File: config.mk
export PLATFORM = sky130hd
export DESIGN_NAME = buck_seq_ctrl
export DESIGN_NICKNAME = d
export VERILOG_FILES = /design/src/rtl/bsq_pkg.sv /design/src/rtl/bsq_uvlo.sv /design/src/rtl/bsq_cycle_timer.sv /design/src/rtl/bsq_ramp.sv /design/src/rtl/buck_seq_ctrl.sv
export SDC_FILE = /design/constraint.sdc
export NUM_CORES = 1
export LEC_CHECK = 0
export BUFFER_PORTS_ARGS = -buffer_cell sky130_fd_sc_hd__buf_4
export CORE_MARGIN = 2
export CORE_UTILIZATION = 61
export DETAILED_ROUTE_END_ITERATION = 6
export PLACE_DENSITY = 0.8
export SYNTH_ARGS = -nofsm -noshare
export SYNTH_HDL_FRONTEND = slang
export SYNTH_SLANG_ARGS = --single-unit
File: constraint.sdc
create_clock -name clk -period 6.95 [get_ports clk]
set_input_delay 1.0425 -clock clk [delete_from_list [all_inputs] [get_ports clk]]
set_output_delay 1.0425 -clock clk [all_outputs]
set_load 0.02 [all_outputs]
File: src/rtl/bsq_pkg.sv
package bsq_pkg;
  typedef enum logic [2:0] {
    ST_RESET  = 3'd0,
    ST_SOFT   = 3'd1,
    ST_RUN    = 3'd2,
    ST_HICCUP = 3'd3,
    ST_LATCH  = 3'd4
  } bsq_state_e;
endpackage

File: src/rtl/bsq_uvlo.sv
// Supply lockout with hysteresis built from two threshold flags.
module bsq_uvlo (
  input  logic clk,
  input  logic rst_n,
  input  logic above_rise,
  input  logic above_fall,
  output logic locked
);
  logic lock_q, lock_d;

  always_comb begin
    lock_d = lock_q;
    if (!above_fall)     lock_d = 1'b1;
    else if (above_rise) lock_d = 1'b0;
  end

  always_ff @(posedge clk or negedge rst_n) begin
    if (!rst_n) lock_q <= 1'b1;
    else        lock_q <= lock_d;
  end

  assign locked = lock_q;
endmodule

File: src/rtl/bsq_cycle_timer.sv
// Counts enabled pulses; expire marks the LIMIT-th pulse.
module bsq_cycle_timer #(
  parameter int LIMIT = 2048
) (
  input  logic clk,
  input  logic rst_n,
  input  logic clr,
  input  logic step,
  output logic expire
);
  localparam int W = (LIMIT > 1) ? $clog2(LIMIT) : 1;
  localparam logic [W-1:0] LAST = W'(LIMIT - 1);

  logic [W-1:0] cnt_q, cnt_d;

  always_comb begin
    cnt_d = cnt_q;
    if (clr)       cnt_d = '0;
    else if (step) cnt_d = cnt_q + 1'b1;
  end

  always_ff @(posedge clk or negedge rst_n) begin
    if (!rst_n) cnt_q <= '0;
    else        cnt_q <= cnt_d;
  end

  assign expire = step && !clr && (cnt_q == LAST);
endmodule

File: src/rtl/bsq_ramp.sv
// Soft-start counter and reference code generator.
module bsq_ramp #(
  parameter int SS_CYCLES = 2048,
  parameter int CODE_W    = 10,
  parameter int REF_FINAL = 800
) (
  input  logic              clk,
  input  logic              rst_n,
  input  logic              clr,
  input  logic              step,
  output logic              done,
  output logic [CODE_W-1:0] code
);
  localparam int SW = $clog2(SS_CYCLES + 1);
  localparam int PW = CODE_W + SW;
  localparam logic [SW-1:0] LAST = SW'(SS_CYCLES - 1);
  localparam logic [PW-1:0] FIN  = PW'(REF_FINAL);
  localparam bit POW2 = ((SS_CYCLES & (SS_CYCLES - 1)) == 0);

  logic [SW-1:0] cnt_q, cnt_d;
  logic [PW-1:0] prod;

  always_comb begin
    cnt_d = cnt_q;
    if (clr)       cnt_d = '0;
    else if (step) cnt_d = cnt_q + 1'b1;
  end

  always_ff @(posedge clk or negedge rst_n) begin
    if (!rst_n) cnt_q <= '0;
    else        cnt_q <= cnt_d;
  end

  assign done = step && !clr && (cnt_q == LAST);
  assign prod = FIN * PW'(cnt_q);

  generate
    if (POW2) begin : g_shift
      assign code = CODE_W'(prod >> $clog2(SS_CYCLES));
    end else begin : g_div
      assign code = CODE_W'(prod / PW'(SS_CYCLES));
    end
  endgenerate
endmodule

File: src/rtl/buck_seq_ctrl.sv
module buck_seq_ctrl #(
  parameter int SS_CYCLES     = 2048,
  parameter int HICCUP_CYCLES = 2048,
  parameter int CODE_W        = 10,
  parameter int REF_FINAL     = 800
) (
  input  logic              clk,
  input  logic              rst_n,
  input  logic              cyc_tick,
  input  logic              vcc_ok_rise,
  input  logic              vcc_ok_fall,
  input  logic              fb_under,
  input  logic              shdn_req,
  input  logic              ocp_trip,
  input  logic              ls_on,
  output logic              drv_en,
  output logic [CODE_W-1:0] ss_code,
  output logic [2:0]        state_code,
  output logic              uvlo_active,
  output logic              ocp_latched
);
  import bsq_pkg::*;

  localparam logic [CODE_W-1:0] FULL = CODE_W'(REF_FINAL);

  logic [1:0] rsync_q;
  logic       rst_int_n;
  logic       lock, ramp_done, hic_done, ocp_hit;
  logic       ramp_clr, hic_clr;
  logic [CODE_W-1:0] ramp_code;
  bsq_state_e st_q, st_d;

  always_ff @(posedge clk or negedge rst_n) begin
    if (!rst_n) rsync_q <= 2'b00;
    else        rsync_q <= {rsync_q[0], 1'b1};
  end
  assign rst_int_n = rsync_q[1];

  bsq_uvlo u_uvlo (
    .clk        (clk),
    .rst_n      (rst_int_n),
    .above_rise (vcc_ok_rise),
    .above_fall (vcc_ok_fall),
    .locked     (lock)
  );

  assign ramp_clr = (st_q != ST_SOFT);
  assign hic_clr  = (st_q != ST_HICCUP);

  bsq_ramp #(
    .SS_CYCLES (SS_CYCLES),
    .CODE_W    (CODE_W),
    .REF_FINAL (REF_FINAL)
  ) u_ramp (
    .clk   (clk),
    .rst_n (rst_int_n),
    .clr   (ramp_clr),
    .step  (cyc_tick),
    .done  (ramp_done),
    .code  (ramp_code)
  );

  bsq_cycle_timer #(
    .LIMIT (HICCUP_CYCLES)
  ) u_hic (
    .clk    (clk),
    .rst_n  (rst_int_n),
    .clr    (hic_clr),
    .step   (cyc_tick),
    .expire (hic_done)
  );

  assign ocp_hit = ocp_trip && ls_on;

  always_comb begin
    st_d = st_q;
    if (lock || shdn_req) begin
      st_d = ST_RESET;
    end else begin
      case (st_q)
        ST_RESET:  st_d = ST_SOFT;
        ST_SOFT: begin
          if (ocp_hit)        st_d = ST_LATCH;
          else if (ramp_done) st_d = ST_RUN;
        end
        ST_RUN: begin
          if (ocp_hit)       st_d = ST_LATCH;
          else if (fb_under) st_d = ST_HICCUP;
        end
        ST_HICCUP: if (hic_done) st_d = ST_SOFT;
        ST_LATCH:  st_d = ST_LATCH;
        default:   st_d = ST_RESET;
      endcase
    end
  end

  always_ff @(posedge clk or negedge rst_int_n) begin
    if (!rst_int_n) st_q <= ST_RESET;
    else            st_q <= st_d;
  end

  always_comb begin
    case (st_q)
      ST_SOFT: ss_code = ramp_code;
      ST_RUN:  ss_code = FULL;
      default: ss_code = '0;
    endcase
  end

  assign drv_en      = (st_q == ST_SOFT) || (st_q == ST_RUN);
  assign state_code  = st_q;
  assign uvlo_active = lock;
  assign ocp_latched = (st_q == ST_LATCH);
endmodule

Yosys cells after proc, flatten, opt, wreduce, memory -nomap -nowiden. Cells that the tools add are included.

Register bits: 29. Input port bits: 9. Output and inout port bits: 16.

Add/sub/neg operators: 2. $mul: 1. Eq/ne operators: 12. Muxes and demuxes: 14. Reduce and logical (&&, ||, !) cells: 13.

Operators with widths (number): $mux W12 (2); $mux W11 (2); $pmux W10 S2 (1); $mux W3 (6); $mul A5 B12 Y16 const A (1); $pmux W3 S5 (1); $add A12 B1 Y12 const B (1); $eq A12 B11 Y1 const B (1); $add A11 B1 Y11 const B (1); $eq A11 B11 Y1 const B (1); $ne A4 B4 Y1 const B (2); $eq A3 B2 Y1 const B (2); $logic_and A1 B1 Y1 (5); $reduce_bool A2 Y1 (2); $eq A3 B1 Y1 const B (1); $eq A3 B3 Y1 const B (1); $logic_not A3 Y1 (1); $ne A3 B1 Y1 const B (1); $ne A3 B2 Y1 const B (1); $ne A3 B3 Y1 const B (1); $reduce_and A3 Y1 (1); $logic_not A1 Y1 (2); $logic_or A1 B1 Y1 (2); $mux W1 (2); $ne A2 B2 Y1 const B (1).

Longest topological paths before layout.
Word-level depth: 8. Mapped depth: 11.

Modules after synthesis. From an unflattened synthesis, not the netlist that was laid out.

Cells, all modules: 268. Area total of the unflattened synthesis: 2506.2 sq um.

Modules (own cells, without submodules): bsq_ramp (times used 1, cells each 166, area an instance 1551.5 sq um, sequential area each 300.3 sq um); bsq_cycle_timer (times used 1, cells each 55, area an instance 551.8 sq um, sequential area each 275.3 sq um); buck_seq_ctrl (times used 1, cells each 44, area an instance 364.1 sq um, sequential area each 125.1 sq um); bsq_uvlo (times used 1, cells each 3, area an instance 38.8 sq um, sequential area each 26.3 sq um).

Worst setup path after synthesis. Ideal clock, no wire load.

Kind: register to output. From: reg u_ramp.cnt_q[6]. To: out ss_code[6]. Arrival: 3072 ps. Data required time: 5907 ps. Slack: 2836 ps. Cell stages (with the launch flop): 12. Buffers on the path: 0. Cells stage by stage: dfrtp_1 > ha_1 > ha_1 > inv_1 > fa_1 > inv_1 > ha_1 > a21o_1 > a21oi_2 > a21boi_0 > o21a_1 > nor3_1.

Longest elaborated chain between the ends: 2.

Ends and longest elaborated chain: from (decl) (line bsq_ramp.sv:20) `logic [SW-1:0] cnt_q, cnt_d;`; from (signal assigned) (line bsq_ramp.sv:31) `else cnt_q <= cnt_d;`; $mul A5 B12 Y16 (line bsq_ramp.sv:35) `assign prod = FIN * PW'(cnt_q);`; $pmux W10 S2 (line buck_seq_ctrl.sv:103) `case (st_q)`; to (decl) (line buck_seq_ctrl.sv:17) `output logic [CODE_W-1:0] ss_code,`.

Every way passes these cells.

Worst setup path after layout.
From: reg u_ramp.cnt_q[3]. To: out ss_code[9].

Same word-level chain as after synthesis.

==> flow_summary.ini <==
[outcome]
outcome = finished clean

[yosys]
asyncSetResetFlopFracSynth = 1.00
yosysSeqAreaShare = 0.307
synth_flop_cell = sky130_fd_sc_hd__dfrtp_1
yosys.cell_types.count = 44
ys_ff_latch = 29
yosysTopAreaCell = sky130_fd_sc_hd__dfrtp_1
yosys.area.top_type_share = 0.296
netlist_instances = 247
syn_nets = 300
synth_top_cells_by_area = sky130_fd_sc_hd__dfrtp_1 (30%), sky130_fd_sc_hd__ha_1 (20%), sky130_fd_sc_hd__nor2_1 (5.5%), sky130_fd_sc_hd__xnor2_1 (5.5%), sky130_fd_sc_hd__fa_1 (5.1%)
synth_area_per_cell_um2 = 9.59
synth.yosys.warnings = 0
syn-cell-area_mm2 = 0.00237
synth_enable_flop_cells = 0

[setup_path]
critical_path.cell_chain = ha_1 -> ha_1 -> inv_1 -> fa_1 -> inv_1 -> ha_1 -> or2_4 -> o221ai_4 -> a31oi_4 -> or4_4 -> o211ai_2 -> buf_4
worst-endpoint-required_ps = 5910
endpoint_kind = output port
cp_max_stage_delay_ps = 500
arrival_ps = 3540
timing.critical_path.slowest_stage_cell = sky130_fd_sc_hd__or4_4
crit_path_frequent_cell = sky130_fd_sc_hd__ha_1
worst-path-max-fanout = 4
setup.worst_path.start_class = flip-flop
path_class = reg -> out

[routing]
routedWlPerCell_um = 13.3
drc_markers = 0
dr.pass1.iters = 4
antenna_left = 0
routed-via-count = 1768
drt_wl_total_um = 4270
drt_first_iter_violations = 57
via_per_inst = 5.51

[layout]
antenna_cells = 0
final_instance_count_excl_fillers = 321
area_growth_syn_to_layout_pct = 12.8
fillCellCount = 277
final_layout_size_suffix_gt1_frac = 0.161
nets = 325

[job]
max_cap_violations = 0

[clocking]
cts.sinks = 29
worst_setup_hold_path_clk_slew_ps = 70
tritoncts = yes
cts.repair_timing.setup_buffer_count = 0
cts-buffers-inserted = 5
holdBufCountCts = 0
clk_path_buf_depth = 2
worstSkewPairLatency_ps = 280
post_cts_resize_count = 0
number_of_levels_the_h_tree_was_split_into = 2
cts-root-buf = sky130_fd_sc_hd__clkbuf_8

[min_path]
timing.hold.worst.class = reg -> reg

[floorplan]
placeableCoreArea_mm2 = 0.00369
die_area_mm2 = 0.00440
io_pins = 25
floorplan.die.width_um = 66.3
die-height_um = 66.3
std_cell_rows = 22
floorplan.initialDensity = 0.642

[global_routing]
grtUsageMet1 = 0.271
groute.usage.overall = 0.218
grt_overflow = 0
globalRouteMet3Util = 0.0511
grt_first_pass_wirelength_um = 7280
grt_max_degree = 28
antenna_violations_before_repair = 0
most_crowded_layer_after_global_routing = met2
first_global_vias = 1692
use_met2 = 0.385

[placement]
gp_routability_congestion = 0.780
place.detailed.hpwl_um = 3420
port_buffers = 24
place_inst = 313

[power_and_ir_drop]
total_power_w = 0.000325
p_per_area_mw_per_mm2 = 122
p_leak_nw = 1.43
worst_vdd_drop_uv = 74.3

[timing]
min_period_over_period = 0.659
grt_setup_unrepaired = no
final-setup-viol-count = 0
tightest_slew_ps = 1040
fin_crit_ps = 4580
total_neg_setup_slack_ps = 0
maxSlewViolCount = 0
worst_clock_skew_ps = 4.01
maxSlewHeadroom = 0.309
max_freq_mhz = 218
hold_viol = 0
critical path: cells and delay by family, from the launching register on:
kind	cells	cell delay [ps]
compound gates	3	480
buf+inv	3	250
fa+ha+maj	4	1320
simple gates	2	760
flops	1	440
synth_stat cells (2+ instances only):
cell and number:
sky130_fd_sc_hd__a21o_1 2, sky130_fd_sc_hd__a21oi_1 9, sky130_fd_sc_hd__a31oi_1 2, sky130_fd_sc_hd__and3_1 6
sky130_fd_sc_hd__clkbuf_1 5, sky130_fd_sc_hd__dfrtp_1 28, sky130_fd_sc_hd__fa_1 6, sky130_fd_sc_hd__ha_1 38
sky130_fd_sc_hd__inv_1 24, sky130_fd_sc_hd__mux2i_1 3, sky130_fd_sc_hd__nand2_1 14, sky130_fd_sc_hd__nand2b_1 2
sky130_fd_sc_hd__nand3_1 5, sky130_fd_sc_hd__nand4_1 4, sky130_fd_sc_hd__nor2_1 35, sky130_fd_sc_hd__nor3_1 5
sky130_fd_sc_hd__o21a_1 4, sky130_fd_sc_hd__o21ai_0 3, sky130_fd_sc_hd__xnor2_1 15, sky130_fd_sc_hd__xor2_1 13
worst paths after layout:
| path | slack (ps) | depth (start not counted) | to | start |
|---|---|---|---|---|
| setup / recovery | 2370 | 12 | ss_code[9] | u_ramp.cnt_q[3]$_DFFE_PN0P_ |
| hold / removal | 360 | 0 | rsync_q[1]$_DFF_PN0_ | rsync_q[0]$_DFF_PN0_ |
| setup reg to reg | 5300 | 5 | state_code[1]$_DFFE_PN0P_ | state_code[1]$_DFFE_PN0P_ |
| hold reg to reg | 360 | 0 | rsync_q[1]$_DFF_PN0_ | rsync_q[0]$_DFF_PN0_ |
| max in group asynchronous | 5890 | 0 | u_hic.cnt_q[6]$_DFFE_PN0P_ | rsync_q[1]$_DFF_PN0_ |
| min in group asynchronous | 430 | 0 | u_hic.cnt_q[1]$_DFFE_PN0P_ | rsync_q[1]$_DFF_PN0_ |
stage by stage:
| stage | worst slack (ps) | instance area, um2 | hold slack, ps | util |
|---|---|---|---|---|
| after CTS | 2350 | 2670 | 359 | 0.725 |
| after global routing | 2200 | 2670 | 361 | 0.725 |
| final | 2370 | 2670 | 356 | 0.725 |
| after floorplan | 2840 | 2370 | 331 | - |
| after detailed placement | 2670 | 2590 | 341 | 0.701 |
| after global placement | 2720 | 2590 | 334 | 0.701 |
layout by cell type, fill, tap and decap left out, types with 2 or more instances in the layout:
master and count:
sky130_fd_sc_hd__ha_1 38, sky130_fd_sc_hd__nor2_1 35, sky130_fd_sc_hd__dfrtp_1 28, sky130_fd_sc_hd__inv_1 24, sky130_fd_sc_hd__buf_4 24, sky130_fd_sc_hd__xnor2_1 15, sky130_fd_sc_hd__nand2_1 14, sky130_fd_sc_hd__xor2_1 13
sky130_fd_sc_hd__a21oi_1 9, sky130_fd_sc_hd__and3_1 6, sky130_fd_sc_hd__fa_1 6, sky130_fd_sc_hd__nor3_1 5, sky130_fd_sc_hd__nand3_1 5, sky130_fd_sc_hd__clkbuf_8 5, sky130_fd_sc_hd__o21a_1 4, sky130_fd_sc_hd__nand4_1 4
sky130_fd_sc_hd__mux2i_1 3, sky130_fd_sc_hd__o21ai_0 3, sky130_fd_sc_hd__nand2b_1 2, sky130_fd_sc_hd__a21o_1 2, sky130_fd_sc_hd__a31oi_1 2, sky130_fd_sc_hd__clkinv_2 2
power breakdown:
| part | leakage, nW | internal (W) | switching, W |
|---|---|---|---|
| clock | 0.0439 | 0.0000689 | 0.0000661 |
| combinational | 0.988 | 0.00000700 | 0.00000833 |
| sequential | 0.396 | 0.000171 | 0.00000444 |
layer usage:
metal  wire, um  share of wire  up-vias
li1           -              -      882
met1       1980           0.46      854
met2       2130           0.50       28
met3        132          0.031        4
met4         33         0.0077        0
met5          0              0        -
registers in the layout (all words and copies together), names as in the netlist:
name	flops
u_ramp.cnt_q	12
u_hic.cnt_q	11
state_code	3
rsync_q	2
u_uvlo.locked	1
cell type report:
| cell class | instances | area, um2 | area share |
|---|---|---|---|
| multi-input cells | 188 | 1530 | 0.572 |
| flip-flops and latches | 29 | 727 | 0.272 |
| repair buffers | 24 | 180 | 0.0674 |
| inverters | 24 | 90.1 | 0.0337 |
| clock buffers | 5 | 68.8 | 0.0257 |
| well taps | 48 | 60.1 | 0.0225 |
| clock inverters | 3 | 17.5 | 0.00655 |
logic make-up (layout without fill, tap and decap cells):
group	Yosys count	in the layout	synth area share
compound gates	32	32	0.114
xor+xnor	28	28	0.103
fa+ha+maj	44	44	0.251
buf+inv	30	56	0.0480
flops	29	29	0.307
mux	3	3	0.0127
other cells	1	1	0.00158
simple gates	80	80	0.162
Power figures use the tool's default switching activity.
